File: src/rtl/bridge_irq_agg.sv
module bridge_irq_agg #(
  parameter int AW = 12,
  parameter int DW = 32,
  parameter int NLEG = 4,
  parameter logic [DW-1:0] MISC_VALID = 32'h07D7_00F3,
  parameter logic [AW-1:0] A_MSTAT = 12'h400,
  parameter logic [AW-1:0] A_MMASK = 12'h404,
  parameter logic [AW-1:0] A_LSTAT = 12'h420,
  parameter logic [AW-1:0] A_LMASK = 12'h424
) (
  input  logic            clk,
  input  logic            rst_n,
  input  logic [DW-1:0]   misc_evt_i,
  input  logic [NLEG-1:0] int_lines_i,
  input  logic            reg_wr_i,
  input  logic [AW-1:0]   reg_addr_i,
  input  logic [DW-1:0]   reg_wdata_i,
  output logic [DW-1:0]   reg_rdata_o,
  output logic            misc_irq_o,
  output logic            intx_irq_o
);

  logic [DW-1:0]   misc_stat, misc_mask;
  logic [NLEG-1:0] leg_stat, leg_mask;

  wire wr_mstat = reg_wr_i && (reg_addr_i == A_MSTAT);
  wire wr_mmask = reg_wr_i && (reg_addr_i == A_MMASK);
  wire wr_lmask = reg_wr_i && (reg_addr_i == A_LMASK);

  wire [DW-1:0] clr_bits = wr_mstat ? reg_wdata_i : '0;

  always_ff @(posedge clk or negedge rst_n) begin
    if (!rst_n) begin
      misc_stat  <= '0;
      misc_mask  <= '0;
      leg_stat   <= '0;
      leg_mask   <= '0;
      misc_irq_o <= 1'b0;
      intx_irq_o <= 1'b0;
    end else begin
      misc_stat  <= ((misc_stat & ~clr_bits) | misc_evt_i) & MISC_VALID;
      leg_stat   <= int_lines_i;
      if (wr_mmask) misc_mask <= reg_wdata_i & MISC_VALID;
      if (wr_lmask) leg_mask <= reg_wdata_i[NLEG-1:0];
      misc_irq_o <= |(misc_stat & misc_mask);
      intx_irq_o <= |(leg_stat & leg_mask);
    end
  end

  always_comb begin
    reg_rdata_o = '0;
    case (reg_addr_i)
      A_MSTAT: reg_rdata_o = misc_stat;
      A_MMASK: reg_rdata_o = misc_mask;
      A_LSTAT: reg_rdata_o[NLEG-1:0] = leg_stat;
      A_LMASK: reg_rdata_o[NLEG-1:0] = leg_mask;
      default: reg_rdata_o = '0;
    endcase
  end

endmodule

File: config.mk
export PLATFORM = sky130hd
export DESIGN_NAME = bridge_irq_agg
export DESIGN_NICKNAME = d
export VERILOG_FILES = /design/src/rtl/bridge_irq_agg.sv
export SDC_FILE = /design/constraint.sdc
export NUM_CORES = 1
export LEC_CHECK = 0
export BUFFER_PORTS_ARGS = -buffer_cell sky130_fd_sc_hd__clkbuf_2
export CORE_ASPECT_RATIO = 0.75
export CORE_MARGIN = 5
export CORE_UTILIZATION = 44
export CTS_CLUSTER_DIAMETER = 80
export CTS_CLUSTER_SIZE = 14
export DETAILED_ROUTE_END_ITERATION = 10
export HOLD_SLACK_MARGIN = 0.03
export PLACE_DENSITY = 0.83
export SYNTH_ARGS = -nofsm -noshare
export SYNTH_HDL_FRONTEND = slang
export SYNTH_SLANG_ARGS = --single-unit
File: constraint.sdc
create_clock -name clk -period 3.2 [get_ports clk]
set_input_delay 0.64 -clock clk [delete_from_list [all_inputs] [get_ports clk]]
set_output_delay 0.64 -clock clk [all_outputs]
set_load 0.1 [all_outputs]
# Yosys cells after proc, flatten, opt, wreduce, memory -nomap -nowiden
# Index checks and enable logic that the tools add are counted.
[word_totals] reg_bits=40 latch_bits=0 mem_bits_rw=0 mem_bits_ro=0 input_bits=83 output_inout_bits=34 elab_cells=23 mem_count=0
[classes] add_sub_neg=0 multipliers=0 div=0 magnitude_cmp=0 eq_ne=4 shift=0 mux=3 bitwise=5 reduce_logical=5
[ops] cell="27-bit AND" n=2
[ops] cell="12-bit by 11-bit equality test with 1-bit output (second input constant)" n=4
[ops] cell="23-bit one-hot mux with 2 select lines" n=1
[ops] cell="32-bit OR reduction" n=1
[ops] cell="27-bit 2-to-1 mux" n=1
[ops] cell="27-bit NOT" n=1
[ops] cell="27-bit bitwise OR" n=1
[ops] cell="4-bit one-hot mux with 4 select lines" n=1
[ops] cell="4-bit AND" n=1
[ops] cell="4-bit OR reduction" n=1
[ops] cell="1-bit logical AND" n=3

# Longest topological paths before layout
# Gate-level depths: netlist of the first run.
[depth] depth_word=6 ltp_mapped=5 mapped_depth_nobuf=3

# Least setup slack after synthesis of the first run
# Ideal clock, no wire load.
[synth_timing] kind="input -> output" from="input port reg_addr_i[1]" to="output port reg_rdata_o[0]" arrival_ps=3745 t_required_ps=2560 setup_slack_ps=-1185 cell_stages=3 path_buffers=0 cell_sequence="or4_4 -> or2_2 -> nor3b_1"
[synth_between] elab_chain_len=2 word_cells_on_any_way=5 classes_between="eq/ne: 4; mux: 1"
[synth_rtl] element="start: declaration" line="16" text="input logic [AW-1:0] reg_addr_i,"
[synth_rtl] element="12-bit by 11-bit equality test with 1-bit output" line="52" text="case (reg_addr_i)"
[synth_rtl] element="4-bit one-hot mux with 4 select lines (*)" line="52"
[synth_rtl] element="end: declaration" line="18" text="output logic [DW-1:0] reg_rdata_o,"
# Every way passes the cells marked *; elsewhere a longest branch is shown, timed or not.

# Final worst setup path of the first run
[layout_timing] from="input port reg_addr_i[9]" to="output port reg_rdata_o[23]"
[layout_between] elab_chain_len=2 word_cells_on_any_way=3 classes_between="eq/ne: 2; mux: 1"
[layout_rtl] element="12-bit by 11-bit equality test with 1-bit output" line="52"
[layout_rtl] element="23-bit one-hot mux with 2 select lines (*)" line="52"
# Marks and branches as above.

==> results.cfg, run 1 <==
[timing]
grt_setup_unrepaired = false
setup_viol = 0
worst_slew_pin_slew_ps = 998
finClkSkew_ps = 3.29
timing_hold_violations_final = 0
report.final.slew_viol_count = 0
timing.hold.ws_ps = 456
max_slew_margin = 0.335
layout_min_cycle_time_ps = 3120
max_freq_mhz = 321
fin_crit_sh = 0.974

[drt]
detailedRoute.firstPassIterationCount = 4
wl_per_cell_um = 15.5
total_via_count_in_the_routed_design = 1628
drt_iter0_markers = 49
detail-route-antenna-nets = 0
vias_per_cell = 5.14
post-route-drc-count = 0
postRouteWirelength_mm = 4.91

[clock_tree]
cts_setup_buffers = 0
clock_latency_of_the_later_clocked_register_in_the_worst_skew_pair_ps = 290
cts_tree = yes
ctsLongestPathBuffers = 2
post_cts_resize_count = 0
tritoncts.num_buffers = 5
cts.htree.levels = 2
path_clk_slew_ps = 70
clk_root_buffer_cell = sky130_fd_sc_hd__clkbuf_8
clock_sink_count = 40
hold_buffers = 0

[power]
peakVddDrop_uv = 255
finalPower_mw = 0.994
p_leak_nw = 1.37
power_per_cell_area_nw_per_um2 = 345

[die]
die_height_um = 69.5
die_area_um2 = 6210
design.core.area_um2 = 4520
row_count = 21
pin_count = 117
floorplan.initialDensity = 0.459
die_w_um = 89.3

[place]
place.detailed.instances = 310
place_hpwl_mm = 3.89
placement.io_buffers = 69
globalplace.congestion = 0.755
post_dp_area_um2 = 2810

[grt]
grt_most_used_layer = met2
grt_first_pass_wirelength_mm = 8.13
met3_grt_util = 0.0511
globalRouteMet2Util = 0.266
pin_count_of_the_biggest_net_entering_global_routing = 41
grt_use_met1 = 0.229
grt_pass1_vias = 1666
overflow = 0
grt_antenna_before_repair = 0
grt_usage = 0.170

[synth]
yosysSeqAreaShare = 0.482
fraction_of_post_synthesis_cell_area_in_the_top_cell_type_by_area = 0.482
yosys_register_bits = 40
synth_top_cell_by_area = sky130_fd_sc_hd__dfrtp_1
netlist_instances = 185
ys.warnings.count = 0
mappedNetlistArea_um2 = 2080
syn_area_per_cell_um2 = 11.2
post_synth_main_area_contributors = sky130_fd_sc_hd__dfrtp_1, sky130_fd_sc_hd__mux2_2, sky130_fd_sc_hd__mux2i_1
synth_cell_types = 29

[critical_path]
timing_worst_setup_path_type = input pin to primary output
crit_path_end_kind = primary output
worstSetupStartpointType = input pin
critical_path_peak_fanout = 13
crit_arrival_ps = 2480
worst_ep_required_time_ps = 2560

[run]
maxCapViolations = 0

[layout]
filler_cell_count = 347
layout-drive-gt1-share = 0.492
post_layout_nonfiller_instances = 317
finalNetCount = 343
antenna-diode-count = 0
multi_input_area_um2 = 1030
final-seq-area_um2 = 1000
area.growth.synth_to_final_pct = 38.9
layout.cell_area.non_filler_um2 = 2880
final_core_utilization = 0.638

[worst_hold_path]
holdCritPathClass = input pin to register

[status]
outcome = completed
## metal layers
metal / part of all wire / wire [um]
met1: 0.44 / 2140
met2: 0.47 / 2330
met3: 0.078 / 382
met4: 0.011 / 53
met5: 0 / 0
## cells in the final DEF (no fill, tap or decap), drive strengths merged
master,instances
a221oi,1
a222oi,1
a22o,1
a22oi,6
a31oi,15
and3,1
buf,23
clkbuf,58
clkinv,1
conb,15
dfrtp,40
inv,16
mux2,19
mux2i,15
mux4,2
nand2,1
nand3,1
nand3b,1
nand4,1
nor2,30
nor3b,2
nor4,3
or2,2
or3b,1
or4,3
or4b,1
## worst max-delay path, cell delays in order
cell and delay [ps]:
sky130_fd_sc_hd__clkbuf_2 80, sky130_fd_sc_hd__or4b_1 590, sky130_fd_sc_hd__or4_4 770, sky130_fd_sc_hd__nor2_4 200, sky130_fd_sc_hd__buf_12 180
## per-stage QoR
stage          TNS [ps]  setup slack (ps)
6_report              0              84.7
2_1_floorplan     -1290              -281
3_3_place_gp          0              95.6
4_1_cts               0              74.2
3_5_place_dp          0              78.8
5_1_grt               0              8.16
## power breakdown
group	switching (mW)	leakage [nW]	internal [mW]	total, mW
Combinational	0.133	0.857	0.0411	0.174
Sequential	0.00265	0.471	0.510	0.513
Clock	0.160	0.0410	0.148	0.308
## worst paths after layout
kind | slack (ps) | depth (start not counted) | from | endpoint
worst max-delay path | 80 | 5 | reg_addr_i[9] | reg_rdata_o[23]
worst min-delay path | 460 | 1 | int_lines_i[3] | leg_stat[3]
worst max register to register | 1920 | 3 | misc_stat[7] | misc_irq_o
worst min register to register | 530 | 2 | leg_stat[3] | intx_irq_o
max in group asynchronous | 2080 | 1 | rst_n | misc_mask[18]
min in group asynchronous | 510 | 1 | rst_n | misc_stat[4]
## cell type report
cell class,instances,share of cell area
clock buffer,6,0.0252
clock inverter,1,0.00174
inverter,16,0.0208
multi-input combinational,122,0.356
sequential,40,0.347
tap,57,0.0247
timing repair buffer,75,0.224
## flip-flops by register name, summed over array words and instances (netlist names)
register,cells
intx_irq_o,1
leg_mask,4
leg_stat,4
misc_irq_o,1
misc_mask,15
misc_stat,15
## synth_stat cells (all sizes together)
cell / count
nand4: 1
and3: 1
clkbuf: 1
nand2: 1
a31oi: 15
or4: 3
mux2i: 15
or4b: 1
nor4: 3
a22o: 1
nand3: 1
a222oi: 1
a22oi: 6
nand3b: 1
mux2: 19
conb: 1
nor3b: 2
buf: 20
or2: 2
dfrtp: 40
a221oi: 1
or3b: 1
mux4: 2
nor2: 30
inv: 16
## kinds of logic after synthesis
family,synth area share
AOI/OAI and AO/OA,0.0802
DFF,0.482
other,0.00181
buffers and inverters,0.102
and+or+nand+nor,0.136
muxes,0.197
(Power assumes the default switching activity.)
==> inputs of run 2 (changes only) <==
--- a/config.mk
+++ b/config.mk
@@ -13,7 +13,7 @@
 export CTS_CLUSTER_SIZE = 14
 export DETAILED_ROUTE_END_ITERATION = 10
 export HOLD_SLACK_MARGIN = 0.03
-export PLACE_DENSITY = 0.83
+export PLACE_DENSITY = 0.8
 export SYNTH_ARGS = -nofsm -noshare
 export SYNTH_HDL_FRONTEND = slang
 export SYNTH_SLANG_ARGS = --single-unit
==> run 2 against run 1 <==
Net effect: hold slack hardly changed; via count is 3.6% lower; final area is 0.52% higher; largest cell class unchanged; maximum frequency is 1.6% higher; critical path depth stayed put.
==> results.cfg, run 2 (synthesis gave the netlist of run 1 again) <==
[place]
place.detailed.instances = 308
post_dp_area_um2 = 2790
globalplace.congestion = 0.794
placement.io_buffers = 69
place_hpwl_mm = 3.83

[layout]
layout-drive-gt1-share = 0.490
filler_cell_count = 368
post_layout_nonfiller_instances = 316
finalNetCount = 341
top_regs = misc_mask (15), misc_stat (15)
most-common-layout-cells = sky130_fd_sc_hd__clkbuf_2, sky130_fd_sc_hd__dfrtp_1, sky130_fd_sc_hd__mux2_2
antenna-diode-count = 0
layout.cells.most_common = sky130_fd_sc_hd__clkbuf_2
area.growth.synth_to_final_pct = 39.6
layout.cell_area.non_filler_um2 = 2900

[grt]
grt_first_pass_wirelength_mm = 7.77
grt_antenna_before_repair = 0
pin_count_of_the_biggest_net_entering_global_routing = 41
grt_pass1_vias = 1639
grt_usage = 0.163
overflow = 0

[timing]
worst_slew_pin_slew_ps = 966
setup-tns-final_ps = 0
fin_crit_sh = 0.958
setup_viol = 0
timing_hold_violations_final = 0
grt_setup_unrepaired = false
report.final.slew_viol_count = 0
layout_min_cycle_time_ps = 3070
max_freq_mhz = 326
timing.hold.ws_ps = 456
max_slew_margin = 0.356
finClkSkew_ps = 5.51

[clock_tree]
post_cts_resize_count = 0
cts_setup_buffers = 0
tritoncts.num_buffers = 5
clock_sink_count = 40
ctsLongestPathBuffers = 2
cts_tree = yes
clock_latency_of_the_later_clocked_register_in_the_worst_skew_pair_ps = 280
cts.htree.levels = 2
hold_buffers = 0
clk_root_buffer_cell = sky130_fd_sc_hd__clkbuf_8
path_clk_slew_ps = 80

[drt]
postRouteWirelength_mm = 4.79
detail-route-antenna-nets = 0
total_via_count_in_the_routed_design = 1570
detailedRoute.firstPassIterationCount = 6
drt_iter0_markers = 42
post-route-drc-count = 0
vias_per_cell = 4.97
wl_per_cell_um = 15.2

[status]
outcome = completed

[power]
p_leak_nw = 1.37
finalPower_mw = 1.08
peakVddDrop_uv = 318
power_per_cell_area_nw_per_um2 = 373

[critical_path]
timing_worst_setup_path_type = input pin to primary output
crit_path_end_kind = primary output
worst_ep_required_time_ps = 2560
crit_arrival_ps = 2430
reg2reg_slack_ps = 2030
critical_path_peak_fanout = 13
worstSetupStartpointType = input pin

[die]
row_count = 21
die_area_um2 = 6210
pin_count = 117
die_height_um = 69.5
design.core.area_um2 = 4520
die_w_um = 89.3
floorplan.initialDensity = 0.459

[worst_hold_path]
holdCritPathClass = input pin to register

[run]
maxCapViolations = 0
[run 2: metrics by stage]
| step | setup WS, ps | utilization |
|---|---|---|
| after global placement | 129 | 0.617 |
| final | 133 | 0.641 |
| after floorplan | -281 | - |
| after detailed placement | 113 | 0.617 |
| after global routing | 66.8 | 0.641 |
| after CTS | 112 | 0.641 |
[run 2: final cells by class]
| type | count | area, um2 | share of cell area |
|---|---|---|---|
| multi-input combinational | 122 | 1030 | 0.354 |
| clock inverter | 2 | 35.0 | 0.0121 |
| tap | 57 | 71.3 | 0.0246 |
| sequential | 40 | 1000 | 0.345 |
| inverter | 16 | 60.1 | 0.0207 |
| clock buffer | 6 | 72.6 | 0.0250 |
| timing repair buffer | 73 | 631 | 0.218 |
[run 2: power by group]
group	internal (mW)	switching [mW]	leakage, nW
registers	0.510	0.00273	0.471
clock network	0.231	0.166	0.0552
logic	0.0407	0.132	0.847
[run 2: critical path, cell delays in order]
cell	delay, ps
sky130_fd_sc_hd__clkbuf_2	70
sky130_fd_sc_hd__or4b_1	560
sky130_fd_sc_hd__or4_4	750
sky130_fd_sc_hd__nor2_4	190
sky130_fd_sc_hd__buf_12	190
[run 2: path summary, 6_finish.rpt]
kind,depth (start not counted),end,startpoint
min reg2reg,2,intx_irq_o,leg_stat[0]
max in group asynchronous,1,misc_stat[16],rst_n
max reg2reg,3,misc_irq_o,misc_stat[5]
min in group asynchronous,1,misc_stat[5],rst_n
max,5,reg_rdata_o[7],reg_addr_i[9]
min,1,leg_stat[0],int_lines_i[0]
[run 2: per-layer routing]
layer,wire (um),GRT usage
met5,0,0
met2,2380,0.260
met3,379,0.0487
met1,2020,0.214
met4,13,0.0397
==> inputs of run 3 (changes only) <==
--- a/config.mk
+++ b/config.mk
@@ -5,6 +5,7 @@
 export SDC_FILE = /design/constraint.sdc
 export NUM_CORES = 1
 export LEC_CHECK = 0
+export ABC_CLOCK_PERIOD_IN_PS = 3200
 export BUFFER_PORTS_ARGS = -buffer_cell sky130_fd_sc_hd__clkbuf_2
 export CORE_ASPECT_RATIO = 0.75
 export CORE_MARGIN = 5
==> constraint.sdc (replaced) <==
create_clock -name clk -period 3.2 [get_ports clk]
set_input_delay 0.64 -clock clk [delete_from_list [all_inputs] [get_ports clk]]
set_output_delay 0.64 -clock clk [all_outputs]
set_load 0.05 [all_outputs]
==> run 3 against run 2 <==
Net effect: sequential share of layout area increased by 4.2 points; hold slack improved by 3.7 ps; final cell count unchanged; critical path type unchanged; highest routed layer unchanged; via count up 1.1%.
==> results.cfg, run 3 (synthesis gave the netlist of run 1 again) <==
[timing]
layout_min_cycle_time_ps = 3040
final.setup.worst_slack_ps = 158
worst_slew_pin_slew_ps = 982
setup-tns-final_ps = 0
setup_viol = 0
grt_setup_unrepaired = false
timing.hold.ws_ps = 459
timing_hold_violations_final = 0
max_freq_mhz = 329
report.final.slew_viol_count = 0
fin_crit_sh = 0.951
finClkSkew_ps = 6.12
max_slew_margin = 0.345

[grt]
grt_pass1_vias = 1590
grt_first_pass_wirelength_mm = 7.53
pin_count_of_the_biggest_net_entering_global_routing = 41
grt_usage = 0.154
grt_antenna_before_repair = 0
overflow = 0

[clock_tree]
hold_buffers = 0
clk_root_buffer_cell = sky130_fd_sc_hd__clkbuf_8
path_clk_slew_ps = 70
clock_latency_of_the_later_clocked_register_in_the_worst_skew_pair_ps = 280
cts.htree.levels = 2
cts_setup_buffers = 0
tritoncts.num_buffers = 5
clock_sink_count = 40
post_cts_resize_count = 0
ctsLongestPathBuffers = 2
cts_tree = yes

[place]
place_hpwl_mm = 3.61
detailedPlace.worstSlack_ps = 152
globalplace.congestion = 0.823
placement.io_buffers = 69

[run]
maxCapViolations = 0

[power]
peakVddDrop_uv = 216
switching_share = 0.261
p_leak_nw = 1.31
combinationalPowerShare = 0.127
power_frac_seq = 0.522
power.net_switching_mw = 0.255
power.internal_mw = 0.725
finalPower_mw = 0.981
power_per_cell_area_nw_per_um2 = 380
power.clock.fraction = 0.351

[drt]
postRouteWirelength_mm = 4.62
detail-route-antenna-nets = 0
total_via_count_in_the_routed_design = 1587
post-route-drc-count = 0
wl_per_cell_um = 14.6
detailedRoute.firstPassIterationCount = 4
vias_per_cell = 5.02
drt_iter0_markers = 93

[critical_path]
crit_arrival_ps = 2400
reg2reg_slack_ps = 1960
crit_path_end_kind = primary output
worstSetupStartpointType = input pin
timing_worst_setup_path_type = input pin to primary output
critical_path_peak_fanout = 13
worst_ep_required_time_ps = 2560

[layout]
antenna-diode-count = 0
final_core_utilization = 0.571
layout-drive-gt1-share = 0.432
most-common-layout-cells = sky130_fd_sc_hd__clkbuf_2, sky130_fd_sc_hd__dfrtp_1, sky130_fd_sc_hd__nor2_1
finalNetCount = 341
area.growth.synth_to_final_pct = 24.4
top_regs = misc_mask (15), misc_stat (15)
layout.cells.most_common = sky130_fd_sc_hd__clkbuf_2

[status]
outcome = completed

[die]
die_height_um = 69.5
floorplan.initialDensity = 0.459
die_area_um2 = 6210
design.core.area_um2 = 4520
pin_count = 117
die_w_um = 89.3
row_count = 21

[worst_hold_path]
holdCritPathClass = input pin to register
-- run 3: changes by cell type in the layout (fill, tap and decap cells not counted), sizes merged --
cell / change
bufinv: -1
clkinvlp: +1
clkbuf: +14
buf: -13
clkinv: -1
-- run 3: power by group through the flow --
stage	registers (mW)	clock network, mW	logic, mW
after CTS	0.512	0.350	0.126
after global routing	0.513	0.374	0.135
after detailed placement	0.522	0	0.125
after floorplan	0.525	0	0.0854
final	0.512	0.344	0.124
after global placement	0.522	0	0.123
-- run 3: per-stage QoR --
stage,instances,cell area (um2)
floorplan,199,2130
global placement,308,2490
detailed placement,308,2490
CTS,316,2580
global route,316,2580
finish,316,2580
-- run 3: area by class of cell --
type                    instances  area (um2)
fillers                       408        1940
multi-input cells             122         920
flip-flops and latches         40        1000
clock buffers                   7        86.3
well taps                      57        71.3
repair buffers                 73         435
clock inverters                 1        7.51
inverters                      16        60.1
-- run 3: layer usage --
metal,up-vias,track usage,wire (um)
met4,0,0.0298,26
met2,50,0.240,2230
li1,766,-,-
met3,4,0.0475,310
met5,-,0,0
met1,767,0.212,2050
-- run 3: path summary, 6_finish.rpt --
check                               start         endpoint  depth (start not counted)
setup / recovery            reg_addr_i[9]  reg_rdata_o[16]                          5
hold / removal             int_lines_i[3]      leg_stat[3]                          1
setup reg to reg             misc_stat[7]       misc_irq_o                          3
hold reg to reg               leg_stat[0]       intx_irq_o                          2
max in group asynchronous           rst_n    misc_mask[26]                          1
min in group asynchronous           rst_n    misc_stat[18]                          1
-- run 3: worst max-delay path, stage by stage --
cell and delay (ps):
sky130_fd_sc_hd__clkbuf_2 80, sky130_fd_sc_hd__or4b_1 560, sky130_fd_sc_hd__or4_4 660, sky130_fd_sc_hd__nor2_1 290, sky130_fd_sc_hd__buf_12 180
